`src/rtl/ovlregs_pkg.sv`:
```
package ovlregs_pkg;
  localparam int DW        = 8;
  localparam int NW        = 4;
  localparam int BYTE_REGS = 16;
  localparam int OVL_REGS  = 10;
  localparam int NIB_REGS  = 8;
  localparam int BIDXW     = $clog2(BYTE_REGS);
  localparam int NIDXW     = $clog2(NIB_REGS);
  localparam int AW        = BIDXW + 1;
  localparam int CTRLW     = DW - 1;

  // byte register roles
  localparam int CTRL_IDX = 11;
  localparam int DCH_IDX  = 12;
  localparam int DUMP_IDX = 13;
  localparam int RBK_IDX  = 14;
  localparam int SEL_IDX  = 15;

  // bit positions
  localparam int RBK_BIT      = 6;
  localparam int SWRST_BIT    = 3;
  localparam int SEL_OVL_BIT  = 0;
  localparam int SEL_DCH_BIT  = 1;
  localparam int SEL_DUMP_BIT = 2;

  typedef enum logic [2:0] {
    SRC_ZERO, SRC_NORM, SRC_OVL, SRC_NIB, SRC_STAT, SRC_CTRL, SRC_DCH, SRC_DUMP
  } rdSrc_e;

  typedef struct packed {
    logic [BYTE_REGS-1:0] normWr;
    logic [OVL_REGS-1:0]  ovlWr;
    logic [NIB_REGS-1:0]  nibWr;
    logic                 dchWr;
    logic                 dumpWr;
    logic                 rdStb;
    rdSrc_e               rdSrc;
    logic [BIDXW-1:0]     idx;
  } regStb_t;
endpackage

```
`src/rtl/ovlreg_decode.sv`:
```
module ovlreg_decode
  import ovlregs_pkg::*;
(
  input  logic [AW-1:0] addr,
  input  logic          wrEn,
  input  logic          rdEn,
  input  logic          overlaySel,
  input  logic          dchSel,
  input  logic          dumpSel,
  input  logic          rbkEn,
  output regStb_t       stb
);
  logic [BIDXW-1:0] byteIdx;
  logic             nibSpace;
  logic             nibMapped;
  logic             inOvlRange;

  assign byteIdx    = addr[BIDXW-1:0];
  assign nibSpace   = addr[AW-1];
  assign nibMapped  = (addr[BIDXW-1:NIDXW] == '0);
  assign inOvlRange = (int'(byteIdx) < OVL_REGS);

  always_comb begin
    stb       = '0;
    stb.rdStb = rdEn;
    stb.idx   = byteIdx;
    stb.rdSrc = SRC_ZERO;
    if (nibSpace) begin
      if (nibMapped) begin
        stb.rdSrc = SRC_NIB;
        for (int j = 0; j < NIB_REGS; j++)
          if (int'(addr[NIDXW-1:0]) == j) stb.nibWr[j] = wrEn;
      end
    end else if (overlaySel && inOvlRange) begin
      stb.rdSrc = SRC_OVL;
      for (int k = 0; k < OVL_REGS; k++)
        if (int'(byteIdx) == k) stb.ovlWr[k] = wrEn;
    end else if (dchSel && int'(byteIdx) == DCH_IDX) begin
      stb.rdSrc = SRC_DCH;
      stb.dchWr = wrEn;
    end else if (dumpSel && int'(byteIdx) == DUMP_IDX) begin
      stb.rdSrc  = SRC_DUMP;
      stb.dumpWr = wrEn;
    end else begin
      if (int'(byteIdx) == CTRL_IDX) stb.rdSrc = rbkEn ? SRC_CTRL : SRC_STAT;
      else                           stb.rdSrc = SRC_NORM;
      for (int i = 0; i < BYTE_REGS; i++)
        if (int'(byteIdx) == i) stb.normWr[i] = wrEn;
    end
  end
endmodule

```
`src/rtl/ovlreg_store.sv`:
```
module ovlreg_store
  import ovlregs_pkg::*;
(
  input  logic             clk,
  input  logic             rstN,
  input  regStb_t          stb,
  input  logic [DW-1:0]    wrData,
  input  logic [CTRLW-1:0] actState,
  input  logic             timerExpired,
  input  logic [DW-1:0]    dchRxData,
  input  logic [DW-1:0]    dumpRdData,
  output logic [DW-1:0]    rdData,
  output logic             overlaySel,
  output logic             dchSel,
  output logic             dumpSel,
  output logic             rbkEn,
  output logic             swRstPend,
  output logic [CTRLW-1:0] actCtrl,
  output logic             timerDisable,
  output logic [DW-1:0]    dchTxData,
  output logic             dchTxStb,
  output logic [DW-1:0]    dumpWrData,
  output logic             dumpWrStb,
  output logic             dumpRdStb
);
  logic [BYTE_REGS-1:0][DW-1:0] normMem;
  logic [OVL_REGS-1:0][DW-1:0]  ovlMem;
  logic [NIB_REGS-1:0][NW-1:0]  nibMem;
  logic [DW-1:0]                ovlRd;
  logic [DW-1:0]                rdNext;

  // normal byte bank; only the control byte obeys software reset
  always_ff @(posedge clk or negedge rstN) begin
    if (!rstN) normMem <= '0;
    else begin
      for (int i = 0; i < BYTE_REGS; i++) begin
        if (i == CTRL_IDX && swRstPend) normMem[i] <= '0;
        else if (stb.normWr[i])         normMem[i] <= wrData;
      end
    end
  end

  always_ff @(posedge clk or negedge rstN) begin
    if (!rstN) ovlMem <= '0;
    else
      for (int k = 0; k < OVL_REGS; k++)
        if (stb.ovlWr[k]) ovlMem[k] <= wrData;
  end

  // nibble bank with a self-clearing reset request bit
  always_ff @(posedge clk or negedge rstN) begin
    if (!rstN) nibMem <= '0;
    else begin
      if (swRstPend) nibMem[0][SWRST_BIT] <= 1'b0;
      for (int j = 0; j < NIB_REGS; j++)
        if (stb.nibWr[j]) nibMem[j] <= wrData[NW-1:0];
    end
  end

  always_ff @(posedge clk or negedge rstN) begin
    if (!rstN) begin
      dchTxData  <= '0;
      dchTxStb   <= 1'b0;
      dumpWrData <= '0;
      dumpWrStb  <= 1'b0;
      dumpRdStb  <= 1'b0;
    end else begin
      dchTxStb  <= stb.dchWr;
      dumpWrStb <= stb.dumpWr;
      dumpRdStb <= stb.rdStb && (stb.rdSrc == SRC_DUMP);
      if (stb.dchWr)  dchTxData  <= wrData;
      if (stb.dumpWr) dumpWrData <= wrData;
    end
  end

  always_comb begin
    ovlRd = '0;
    for (int k = 0; k < OVL_REGS; k++)
      if (int'(stb.idx) == k) ovlRd = ovlMem[k];
  end

  always_comb begin
    unique case (stb.rdSrc)
      SRC_NORM: rdNext = normMem[stb.idx];
      SRC_OVL:  rdNext = ovlRd;
      SRC_NIB:  rdNext = {{(DW-NW){1'b0}}, nibMem[stb.idx[NIDXW-1:0]]};
      SRC_STAT: rdNext = {actState, timerExpired};
      SRC_CTRL: rdNext = normMem[CTRL_IDX];
      SRC_DCH:  rdNext = dchRxData;
      SRC_DUMP: rdNext = dumpRdData;
      default:  rdNext = '0;
    endcase
  end

  always_ff @(posedge clk or negedge rstN) begin
    if (!rstN)          rdData <= '0;
    else if (stb.rdStb) rdData <= rdNext;
  end

  assign overlaySel   = normMem[SEL_IDX][SEL_OVL_BIT];
  assign dchSel       = normMem[SEL_IDX][SEL_DCH_BIT];
  assign dumpSel      = normMem[SEL_IDX][SEL_DUMP_BIT];
  assign rbkEn        = normMem[RBK_IDX][RBK_BIT];
  assign swRstPend    = nibMem[0][SWRST_BIT];
  assign actCtrl      = normMem[CTRL_IDX][DW-1:1];
  assign timerDisable = normMem[CTRL_IDX][0];
endmodule

```
`src/rtl/ovl_regbank.sv`:
```
module ovl_regbank
  import ovlregs_pkg::*;
(
  input  logic             clk,
  input  logic             rstN,
  input  logic [AW-1:0]    addr,
  input  logic [DW-1:0]    wrData,
  input  logic             wrEn,
  input  logic             rdEn,
  output logic [DW-1:0]    rdData,
  input  logic [CTRLW-1:0] actState,
  input  logic             timerExpired,
  output logic [CTRLW-1:0] actCtrl,
  output logic             timerDisable,
  output logic             overlaySel,
  output logic             dchSel,
  output logic             dumpSel,
  output logic [DW-1:0]    dchTxData,
  output logic             dchTxStb,
  input  logic [DW-1:0]    dchRxData,
  output logic [DW-1:0]    dumpWrData,
  output logic             dumpWrStb,
  input  logic [DW-1:0]    dumpRdData,
  output logic             dumpRdStb
);
  regStb_t stb;
  logic    rbkEn;
  logic    swRstPend;

  ovlreg_decode u_decode (
    .addr(addr), .wrEn(wrEn), .rdEn(rdEn),
    .overlaySel(overlaySel), .dchSel(dchSel), .dumpSel(dumpSel),
    .rbkEn(rbkEn), .stb(stb)
  );

  ovlreg_store u_store (
    .clk(clk), .rstN(rstN), .stb(stb), .wrData(wrData),
    .actState(actState), .timerExpired(timerExpired),
    .dchRxData(dchRxData), .dumpRdData(dumpRdData),
    .rdData(rdData), .overlaySel(overlaySel), .dchSel(dchSel),
    .dumpSel(dumpSel), .rbkEn(rbkEn), .swRstPend(swRstPend),
    .actCtrl(actCtrl), .timerDisable(timerDisable),
    .dchTxData(dchTxData), .dchTxStb(dchTxStb),
    .dumpWrData(dumpWrData), .dumpWrStb(dumpWrStb), .dumpRdStb(dumpRdStb)
  );
endmodule

```
`config.mk`:
```
export PLATFORM = sky130hd
export DESIGN_NAME = ovl_regbank
export DESIGN_NICKNAME = d
export VERILOG_FILES = /design/src/rtl/ovlregs_pkg.sv /design/src/rtl/ovlreg_decode.sv /design/src/rtl/ovlreg_store.sv /design/src/rtl/ovl_regbank.sv
export SDC_FILE = /design/constraint.sdc
export NUM_CORES = 1
export LEC_CHECK = 0
export BUFFER_PORTS_ARGS = -buffer_cell sky130_fd_sc_hd__buf_2
export CORE_MARGIN = 2
export CORE_UTILIZATION = 60
export CTS_CLUSTER_SIZE = 30
export DETAILED_ROUTE_END_ITERATION = 8
export HOLD_SLACK_MARGIN = 0.1
export PLACE_DENSITY = 0.75
export SLEW_MARGIN = 20
export SYNTH_ARGS = -nofsm -noshare
export SYNTH_HDL_FRONTEND = slang
export SYNTH_SLANG_ARGS = --single-unit
```
`constraint.sdc`:
```
create_clock -name clk -period 2.2 [get_ports clk]
set_clock_uncertainty 0.05 [all_clocks]
set_input_delay 0 -clock clk [delete_from_list [all_inputs] [get_ports clk]]
set_output_delay 0 -clock clk [all_outputs]
set_load 0.01 [all_outputs]
```
==> results.txt, run 1 <==
----------------------------------------------------
[Run status]
  Run status ... complete, no violations

[Drt]
  DRT iter0 DRCs ... 773
  # DRC ... 0
  Number of antenna-violating nets in the routed design ... 0
  Total number of vias ... 8894
  Wirelength per Cell ... 23.8 um
  Drt pass-1 iters ... 7
  Wire length reported by the detailed router ... 33300 um
  Via-to-Cell Ratio ... 6.34

[Final layout]
  Proportion of layout cells with a drive suffix above 1 ... 0.418
  Number of non-filler instances in the completed layout ... 1402
  P&R area growth vs syn ... 18.7%
  N_diodes ... 0
  Final core utilization ... 0.724
  Nets ... 1146

[Power]
  Reg power frac ... 0.454
  Worst vdd rail ir drop ... 0.483 mV
  Leakage power ... 7.13 nW
  Switching part of the total power ... 0.250
  Sw Pwr ... 0.00329 W
  Internal ... 0.00989 W
  Total power divided by cell area ... 866 mW/mm2
  Clock share of power ... 0.388
  Total design power ... 0.0132 W
  Share of power burned in combinational logic ... 0.158

[CTS]
  Inserted Clock Buffers ... 28
  Sink Count ... 267
  Clock tree from TritonCTS ... yes
  Clk buf depth ... 3
  H-tree lvl count ... 1
  Worst-Skew Late Latency ... 530 ps
  Root cell of the clock tree ... clkbuf_16
  Reg clk slew, reported paths ... 60 ps

[Worst setup path]
  CP Data Arrival Time ... 2450 ps
  Type of the setup path with the least slack ... reg2reg
  Crit path launch type ... register
  Worst EP required ... 2520 ps
  Worst-path maximum fanout ... 15
  Kind of end point of the critical path ... register

[Placement]
  Final RePlAce weighted congestion ... 0.946
  Quantity of I/O buffers inserted on ports ... 78
  DP Wirelength ... 21500 um
  Count of placed standard cells including taps ... 1311

[Yosys]
  Area of the mapped netlist ... 0.0128 mm2
  Synth cell count leaders ... dfrtp_1 (267), mux2_2 (223), nand2_1 (69)
  Area share of the leading cell type in the synthesized netlist ... 0.521
  Xor/xnor share of the synthesized area ... 0
  Synth Flop Type ... dfrtp_1
  Area share of and/or/nand/nor cells after synthesis ... 0.0741
  Main combinational cell family by area after synthesis ... multiplexers
  Number of warnings issued by yosys ... 0
  Yosys cell types ... 57
  Flop and latch count out of synthesis ... 267
  Most instantiated library cell after synthesis ... dfrtp_1
  Synthesized Nets ... 1008
  Avg Synthesized Cell Area ... 13.3 um2
  Arithmetic-cell share of the synthesized area counting full adders, half adders and majority gates ... 0
  Synth Instances ... 967
  Share of synthesized area spent on multiplexers ... 0.312
  Share of synthesized area occupied by flip-flops and latches ... 0.521
  Share of the synthesized area in compound gates (AO/OA/AOI/OAI) ... 0.0603
  Share of synthesized flip-flops with an asynchronous set or reset ... 1.00
  Number of flops mapped to enable cells by yosys ... 0
  Cell type with the highest aggregate area in the netlist ... dfrtp_1
  Main area contributors after synthesis ... dfrtp_1 (52%), mux2_2 (20%), mux4_2 (7.2%)

[Floorplanning]
  I/O pin total ... 79
  Placement row count ... 53
  Initial core utilization ... 0.610
  Height of the die ... 150 um
  Floorplan core area ... 0.0210 mm2
  Area of the die ... 0.0226 mm2
  Die outline width ... 150 um

[Timing]
  Fin. Hold Viols ... 0
  Share of the clock period used by the worst path ... 0.967
  Max frequency ... 470 MHz
  Clock period minus final worst setup slack ... 2130 ps
  Slew Limit Headroom ... 0.376
  Pin slew with the least headroom to its limit ... 932 ps
  Final max-slew violation count ... 0
  Total setup violations reported at the end of the flow ... 0
  Unrepaired setup endpoints after global routing ... true

[Global route]
  Wire length of the first global-routing pass ... 52300 um
  Largest net degree at the start of global routing ... 63
  Via count of the first global-routing pass ... 9145
  GRT Util Overall ... 0.303
  Remaining Overflow, GRT ... 0
  Antenna violations before repair ... 0

[Worst hold path]
  Hold Crit Class ... in2reg

[Run]
  Reported max-cap violation count ... 0

----------------------------------------------------
-- power groups by stage --
stage | Sequential (W) | Clock (W) | Combinational (W)
global route | 0.00605 | 0.00540 | 0.00223
finish | 0.00598 | 0.00512 | 0.00208
CTS | 0.00596 | 0.00517 | 0.00206
detailed placement | 0.00604 | 0 | 0.00199
floorplan | 0.00594 | 0 | 0.00133
global placement | 0.00600 | 0 | 0.00194
-- worst paths after layout --
| path | to | start | cells past startpoint | slack (ps) |
|---|---|---|---|---|
| worst max-delay path | u_store.rdData[2] | u_store.dchSel | 6 | 70 |
| worst min-delay path | u_store.normMem[17] | addr[3] | 5 | 190 |
| worst max register to register | u_store.rdData[2] | u_store.dchSel | 6 | 70 |
| worst min register to register | u_store.ovlMem[52] | u_store.ovlMem[52] | 1 | 430 |
| max in group asynchronous | u_store.ovlMem[60] | rstN | 5 | 790 |
| min in group asynchronous | u_store.normMem[79] | rstN | 3 | 500 |
-- per-layer routing --
metal,global-route usage,part of all wire,up-vias
li1,-,-,3841
met1,0.432,0.43,4635
met2,0.488,0.48,349
met3,0.0494,0.069,69
met4,0.0821,0.022,0
met5,0,0,-
-- critical path: stages, from the launching register on --
cell and delay (ps):
dfrtp_1 420, or3b_4 470, a221oi_4 360, buf_4 250
nor2_1 60, a31oi_1 220, a41oi_1 150
-- placed cells by master (no fill, tap or decap), drive strengths merged, types with 4 or more instances in the layout --
cell	netlist	routed
buf	46	146
dlygate4sd3	0	38
or3	4	4
a21oi	20	20
dfrtp	267	267
bufinv	0	5
and2	7	7
mux2	253	253
nand2b	7	7
o21ai	27	27
nand2	69	69
nand3b	7	7
a211oi	4	4
nor2b	12	12
nor3	8	8
mux2i	23	23
nand3	29	29
mux4	41	41
nor2	30	30
o22ai	6	6
o211ai	7	7
clkinv	0	5
a22oi	12	12
inv	7	7
a31oi	8	8
clkbuf	30	41
nand4	4	4
-- area by class of cell --
class,instances,area [um2]
Clock inverter,11,183
Clock buffer,41,831
Multi-Input combinational cell,617,5740
Sequential cell,267,6680
Timing Repair Buffer,184,1420
Fill cell,1378,5800
Inverter,7,26.3
Tap cell,275,344
-- logic make-up after synthesis --
family,Yosys count
simple gates,190
compound gates,110
mux,317
buf+inv,83
flops,267
-- per-stage QoR --
step | setup slack [ps] | hold slack, ps | setup TNS, ps | area, um2
floorplan | 279 | -346 | 0 | 12800
global placement | -4.14 | -64.9 | -4.14 | 13800
detailed placement | -66.7 | -63.6 | -183 | 13800
CTS | 37.1 | 191 | 0 | 15200
global route | -40.8 | 219 | -251 | 15200
finish | 73.3 | 186 | 0 | 15200
-- sequential cells by signal (all words and copies together), names as in the netlist --
signal and cells:
u_store.actCtrl 7, u_store.dchSel 1, u_store.dchTxData 8, u_store.dchTxStb 1, u_store.dumpRdStb 1, u_store.dumpSel 1
u_store.dumpWrData 8, u_store.dumpWrStb 1, u_store.nibMem 31, u_store.normMem 116, u_store.overlaySel 1, u_store.ovlMem 80
u_store.rbkEn 1, u_store.rdData 8, u_store.swRstPend 1, u_store.timerDisable 1
-- timing repair --
action / 4_1_cts / 5_1_grt
buffers inserted: 0 / 1
gates resized for setup: 0 / 2
endpoints found under the setup margin: 0 / 30
endpoints found under the hold margin: 336 / 0
hold buffers: 38 / 0
No activity file was read; power rests on OpenSTA's default activity.
==> run 2: changes to the inputs <==
--- a/config.mk
+++ b/config.mk
@@ -6,8 +6,10 @@
 export NUM_CORES = 1
 export LEC_CHECK = 0
 export BUFFER_PORTS_ARGS = -buffer_cell sky130_fd_sc_hd__buf_2
+export CELL_PAD_IN_SITES_DETAIL_PLACEMENT = 1
+export CELL_PAD_IN_SITES_GLOBAL_PLACEMENT = 2
 export CORE_MARGIN = 2
-export CORE_UTILIZATION = 60
+export CORE_UTILIZATION = 43
 export CTS_CLUSTER_SIZE = 30
 export DETAILED_ROUTE_END_ITERATION = 8
 export HOLD_SLACK_MARGIN = 0.1
==> run 2 against run 1 <==
Die area grew 38%. Final area rose by 3.1%. Utilization down 19 points. Clock power is essentially flat. Sequential cell count stayed put. Critical path depth did not move. Sequential power about the same. Power rose by 0.40%. Via count decreased by 2.4%. Worst hold slack got worse by 63 ps. Routed wire length up 13%.
==> results.txt, run 2 (synthesis gave the netlist of run 1 again) <==
----------------------------------------------------
[Final layout]
  N_diodes ... 0
  Nets ... 1166
  P&R area growth vs syn ... 22.3%
  Most frequent standard cell in the layout excluding fill and tap cells ... dfrtp_1
  Fillers ... 2974
  Proportion of layout cells with a drive suffix above 1 ... 0.433
  Most flops, register ... u_store.normMem
  Final instance area ... 0.0157 mm2
  Final core utilization ... 0.532
  Combined area of the multi-input logic cells ... 0.00577 mm2
  Number of non-filler instances in the completed layout ... 1539
  Top Registers ... u_store.normMem x116, u_store.ovlMem x80, u_store.nibMem x31
  Register area ... 0.00668 mm2
  Commonest cells after routing, fill and taps aside ... dfrtp_1 (267), mux2_2 (223), buf_2 (75)
  Number of flip-flops under the largest register name ... 116

[Placement]
  Final RePlAce weighted congestion ... 0.844
  Quantity of I/O buffers inserted on ports ... 78
  DP Wirelength ... 25200 um
  Count of placed standard cells including taps ... 1443
  Total placed instance area ... 0.0142 mm2

[Timing]
  Slew Limit Headroom ... 0.414
  Max frequency ... 478 MHz
  Pin slew with the least headroom to its limit ... 880 ps
  Clock period minus final worst setup slack ... 2090 ps
  Setup TNS ... 0 ps
  Unrepaired setup endpoints after global routing ... true
  Final max-slew violation count ... 0
  Total setup violations reported at the end of the flow ... 0
  Share of the clock period used by the worst path ... 0.951
  Fin. Hold Viols ... 0

[Drt]
  Via-to-Cell Ratio ... 5.64
  Number of antenna-violating nets in the routed design ... 0
  Drt pass-1 iters ... 4
  DRT iter0 DRCs ... 539
  Wirelength per Cell ... 24.4 um
  Total number of vias ... 8682
  # DRC ... 0
  Wire length reported by the detailed router ... 37600 um

[Power]
  Reg power frac ... 0.451
  Worst vdd rail ir drop ... 0.573 mV
  Internal ... 0.00981 W
  Switching part of the total power ... 0.259
  Leakage power ... 7.28 nW
  Sw Pwr ... 0.00343 W
  Share of power burned in combinational logic ... 0.163
  Total design power ... 0.0132 W
  Clock share of power ... 0.386
  Total power divided by cell area ... 843 mW/mm2

[Worst setup path]
  Worst-path maximum fanout ... 12
  Standard cell with the maximum stage delay on the critical path ... dfrtp_1
  Highest cell delay on the worst timing path ... 390 ps
  Dominant delay contributor by cell family on the critical path ... simple AND/OR/NAND/NOR gates
  Crit path launch type ... register
  Worst EP required ... 2580 ps
  Combined buffer and inverter count along the critical path ... 2
  Worst path cell trace ... inv_1 > nor3_1 > buf_4 > and3_1 > nand2_1 > mux2_2
  CP Data Arrival Time ... 2470 ps
  Type of the setup path with the least slack ... reg2reg
  Kind of end point of the critical path ... register

[Global route]
  Largest net degree at the start of global routing ... 61
  Wire length of the first global-routing pass ... 59000 um
  Remaining Overflow, GRT ... 0
  GRT Util Overall ... 0.248
  Antenna violations before repair ... 1
  Via count of the first global-routing pass ... 9575

[CTS]
  Reg clk slew, reported paths ... 60 ps
  H-tree lvl count ... 1
  Clock tree from TritonCTS ... yes
  Root cell of the clock tree ... clkbuf_16
  Worst-Skew Late Latency ... 550 ps
  Sink Count ... 267
  Clk buf depth ... 3
  Inserted Clock Buffers ... 30

[Floorplanning]
  Floorplan core area ... 0.0295 mm2
  Placement row count ... 63
  Die outline width ... 177 um
  Height of the die ... 177 um
  I/O pin total ... 79
  Initial core utilization ... 0.435
  Area of the die ... 0.0312 mm2

[Run]
  Reported max-cap violation count ... 0

[Worst hold path]
  Hold Crit Class ... in2reg

[Run status]
  Run status ... complete, no violations

----------------------------------------------------
run 2: worst paths after layout:
check | endpoint | cells after the start | startpoint | slack, ps
worst max register to register | u_store.ovlMem[12] | 6 | u_store.overlaySel | 110
max in group asynchronous | u_store.rdData[4] | 4 | rstN | 880
worst max-delay path | u_store.ovlMem[12] | 6 | u_store.overlaySel | 110
min in group asynchronous | u_store.normMem[67] | 3 | rstN | 490
worst min register to register | u_store.normMem[61] | 1 | u_store.normMem[61] | 440
worst min-delay path | u_store.ovlMem[35] | 4 | addr[0] | 120
run 2: worst reg2reg max path: stages (launching register included):
cell	delay (ps)
dfrtp_1	390
inv_1	120
nor3_1	210
buf_4	210
and3_1	300
nand2_1	320
mux2_2	380
run 2: layout make-up:
class | instances | share of cell area
Clock buffer | 47 | 0.0584
Clock inverter | 9 | 0.00638
Multi-Input combinational cell | 617 | 0.368
Tap cell | 390 | 0.0311
Timing Repair Buffer | 202 | 0.109
Inverter | 7 | 0.00167
Sequential cell | 267 | 0.426
run 2: power groups by stage:
stage | registers (W) | clock network, W | logic [W]
final | 0.00597 | 0.00510 | 0.00216
after global routing | 0.00605 | 0.00543 | 0.00234
after CTS | 0.00596 | 0.00522 | 0.00217
after detailed placement | 0.00604 | 0 | 0.00210
after global placement | 0.00600 | 0 | 0.00204
after floorplan | 0.00594 | 0 | 0.00133
run 2: stage by stage:
stage | setup WS, ps | hold slack [ps]
3_3_place_gp | 120 | -51.3
3_5_place_dp | 37.5 | -42.0
5_1_grt | -46.4 | 130
4_1_cts | 21.8 | 122
6_report | 108 | 123
2_1_floorplan | 279 | -346
run 2: timing repair:
item                                    in CTS  in global routing
endpoints found under the setup margin       0                111
hold buffers                                39                  0
buffers inserted                             0                  1
gates resized for setup                      0                  9
endpoints found under the hold margin      361                  0
run 2: routing by layer:
metal / track usage / up-vias / share of wire
li1: - / 3872 / -
met1: 0.365 / 4617 / 0.47
met2: 0.390 / 165 / 0.46
met3: 0.0382 / 28 / 0.047
met4: 0.0520 / 0 / 0.015
met5: 0 / - / 0
==> run 3: changes to the inputs <==
--- a/config.mk
+++ b/config.mk
@@ -6,6 +6,7 @@
 export NUM_CORES = 1
 export LEC_CHECK = 0
 export BUFFER_PORTS_ARGS = -buffer_cell sky130_fd_sc_hd__buf_2
+export CAP_MARGIN = 20
 export CELL_PAD_IN_SITES_DETAIL_PLACEMENT = 1
 export CELL_PAD_IN_SITES_GLOBAL_PLACEMENT = 2
 export CORE_MARGIN = 2
@@ -14,6 +15,7 @@
 export DETAILED_ROUTE_END_ITERATION = 8
 export HOLD_SLACK_MARGIN = 0.1
 export PLACE_DENSITY = 0.75
+export REMOVE_ABC_BUFFERS = 1
 export SLEW_MARGIN = 20
 export SYNTH_ARGS = -nofsm -noshare
 export SYNTH_HDL_FRONTEND = slang
==> constraint.sdc (replaced) <==
create_clock -name clk -period 2.2 [get_ports clk]
set_clock_uncertainty 0.05 [all_clocks]
set_input_delay 0 -clock clk [delete_from_list [all_inputs] [get_ports clk]]
set_output_delay 0 -clock clk [all_outputs]
set_load 0.005 [all_outputs]
==> run 3 against run 2 <==
Via count is 2.2% higher. Clock-buffer cell count stayed put. Final cell count is 0.71% higher. Sequential power hardly changed. Critical path depth is 1 lower. Setup slack worse by 49 ps. Highest routed layer unchanged.
==> results.txt, run 3 (synthesis gave the netlist of run 1 again) <==
----------------------------------------------------
[Final layout]
  Top Registers ... u_store.normMem x116, u_store.ovlMem x80, u_store.nibMem x31
  Most flops, register ... u_store.normMem
  Commonest cells after routing, fill and taps aside ... dfrtp_1 (267), mux2_2 (223), buf_4 (84)
  P&R area growth vs syn ... 22.5%
  N_diodes ... 0
  Proportion of layout cells with a drive suffix above 1 ... 0.439
  Number of flip-flops under the largest register name ... 116
  Nets ... 1179
  Most frequent standard cell in the layout excluding fill and tap cells ... dfrtp_1
  Final instance area ... 0.0157 mm2

[Drt]
  Met3 wirelength from detailed routing ... 1520 um
  DRT iter0 DRCs ... 538
  Wire length reported by the detailed router ... 39300 um
  Top layer used by detailed routing ... met4
  # DRC ... 0
  Drt pass-1 iters ... 5
  Number of antenna-violating nets in the routed design ... 0
  Via-to-Cell Ratio ... 5.72
  Met1 layer wirelength in the final routing ... 17600 um
  Total number of vias ... 8870
  Detailed-routed wire length on met2 ... 19200 um
  Wirelength per Cell ... 25.4 um

[Worst setup path]
  Length in cells of the worst reg-to-reg path ... 5
  Kind of end point of the critical path ... register
  Type of the setup path with the least slack ... reg2reg
  CP Data Arrival Time ... 2530 ps
  Crit path launch type ... register
  Worst-path maximum fanout ... 2
  Worst EP required ... 2590 ps

[CTS]
  H-tree lvl count ... 1
  Post-CTS Repair Setup Buffers ... 0
  Clock tree from TritonCTS ... yes
  Sink Count ... 267
  Inserted Clock Buffers ... 31
  Clk buf depth ... 3
  Reg clk slew, reported paths ... 60 ps
  Root cell of the clock tree ... clkbuf_16
  Worst-Skew Late Latency ... 560 ps

[Timing]
  Share of the clock period used by the worst path ... 0.973
  Total setup violations reported at the end of the flow ... 0
  Worst setup margin ... 58.8 ps
  Pin slew with the least headroom to its limit ... 865 ps
  Unrepaired setup endpoints after global routing ... false
  Max frequency ... 467 MHz
  Clock period minus final worst setup slack ... 2140 ps
  Fin. Hold Viols ... 0
  Slew Limit Headroom ... 0.423
  Final max-slew violation count ... 0

[Global route]
  Remaining Overflow, GRT ... 0
  Largest net degree at the start of global routing ... 68
  GRT Util Overall ... 0.256
  Via count of the first global-routing pass ... 9632
  Antenna violations before repair ... 0
  Wire length of the first global-routing pass ... 59900 um

[Worst hold path]
  Hold depth ... 5
  Hold Crit Class ... in2reg

[Floorplanning]
  Floorplan core area ... 0.0295 mm2
  Initial core utilization ... 0.435
  Area of the die ... 0.0312 mm2
  Height of the die ... 177 um
  Die outline width ... 177 um
  Placement row count ... 63
  I/O pin total ... 79

[Power]
  Worst vdd rail ir drop ... 0.597 mV
  Total power divided by cell area ... 849 mW/mm2
  Leakage power ... 7.31 nW

[Run status]
  Run status ... complete, no violations

[Placement]
  Worst-case setup slack after placement ... -50.5 ps
  Final RePlAce weighted congestion ... 0.857
  Total placed instance area ... 0.0142 mm2
  DP Wirelength ... 26600 um
  Quantity of I/O buffers inserted on ports ... 78

[Run]
  Reported max-cap violation count ... 0

----------------------------------------------------
run 3: cell type report:
class                   count  area (um2)
clock inverters             8        92.6
well taps                 390         488
repair buffers            214        1700
flip-flops and latches    267        6680
clock buffers              47         946
fillers                  2957       13800
multi-input cells         617        5770
inverters                   7        26.3
run 3: final timing paths:
| kind | from | slack (ps) | endpoint |
|---|---|---|---|
| setup / recovery | u_store.actCtrl[3] | 60 | u_store.rdData[4] |
| hold / removal | addr[1] | 280 | u_store.ovlMem[0] |
| setup reg to reg | u_store.actCtrl[3] | 60 | u_store.rdData[4] |
| hold reg to reg | u_store.ovlMem[52] | 440 | u_store.ovlMem[52] |
| max in group asynchronous | rstN | 670 | u_store.ovlMem[44] |
| min in group asynchronous | rstN | 490 | u_store.ovlMem[13] |
run 3: metrics by stage:
step                hold WS, ps  total power [W]  setup TNS, ps   util  cells
floorplan                  -346          0.00707          -5200      -    891
global placement          -34.2          0.00804              0  0.483   1455
detailed placement        -33.1          0.00814          -65.2  0.483   1455
CTS                         256           0.0135              0  0.532   1550
global route                302           0.0139              0  0.533   1550
finish                      277           0.0133              0  0.533   1550
run 3: worst max-delay path, cell delays in order, from the launching register on:
cell     delay, ps
dfrtp_1        420
mux4_2         530
mux4_2         530
nand2_1        150
nand4_1        160
o22a_1         200
run 3: metal layers:
metal  vias up  track usage
met2       191        0.431
met5         -            0
li1       3908            -
met1      4709        0.353
met3        62       0.0301
met4         0       0.0696
run 3: power breakdown:
group / total, W / internal (W) / switching [W]
Combinational: 0.00215 / 0.00114 / 0.00101
Sequential: 0.00598 / 0.00560 / 0.000381
Clock: 0.00521 / 0.00316 / 0.00205
run 3: what timing repair did:
action | in CTS | in global routing
endpoints found under the hold margin | 303 | 0
gates resized for setup | 1 | 7
endpoints found under the setup margin | 1 | 19
pin swaps | 0 | 2
gates cloned | 0 | 0
hold buffers | 40 | 0
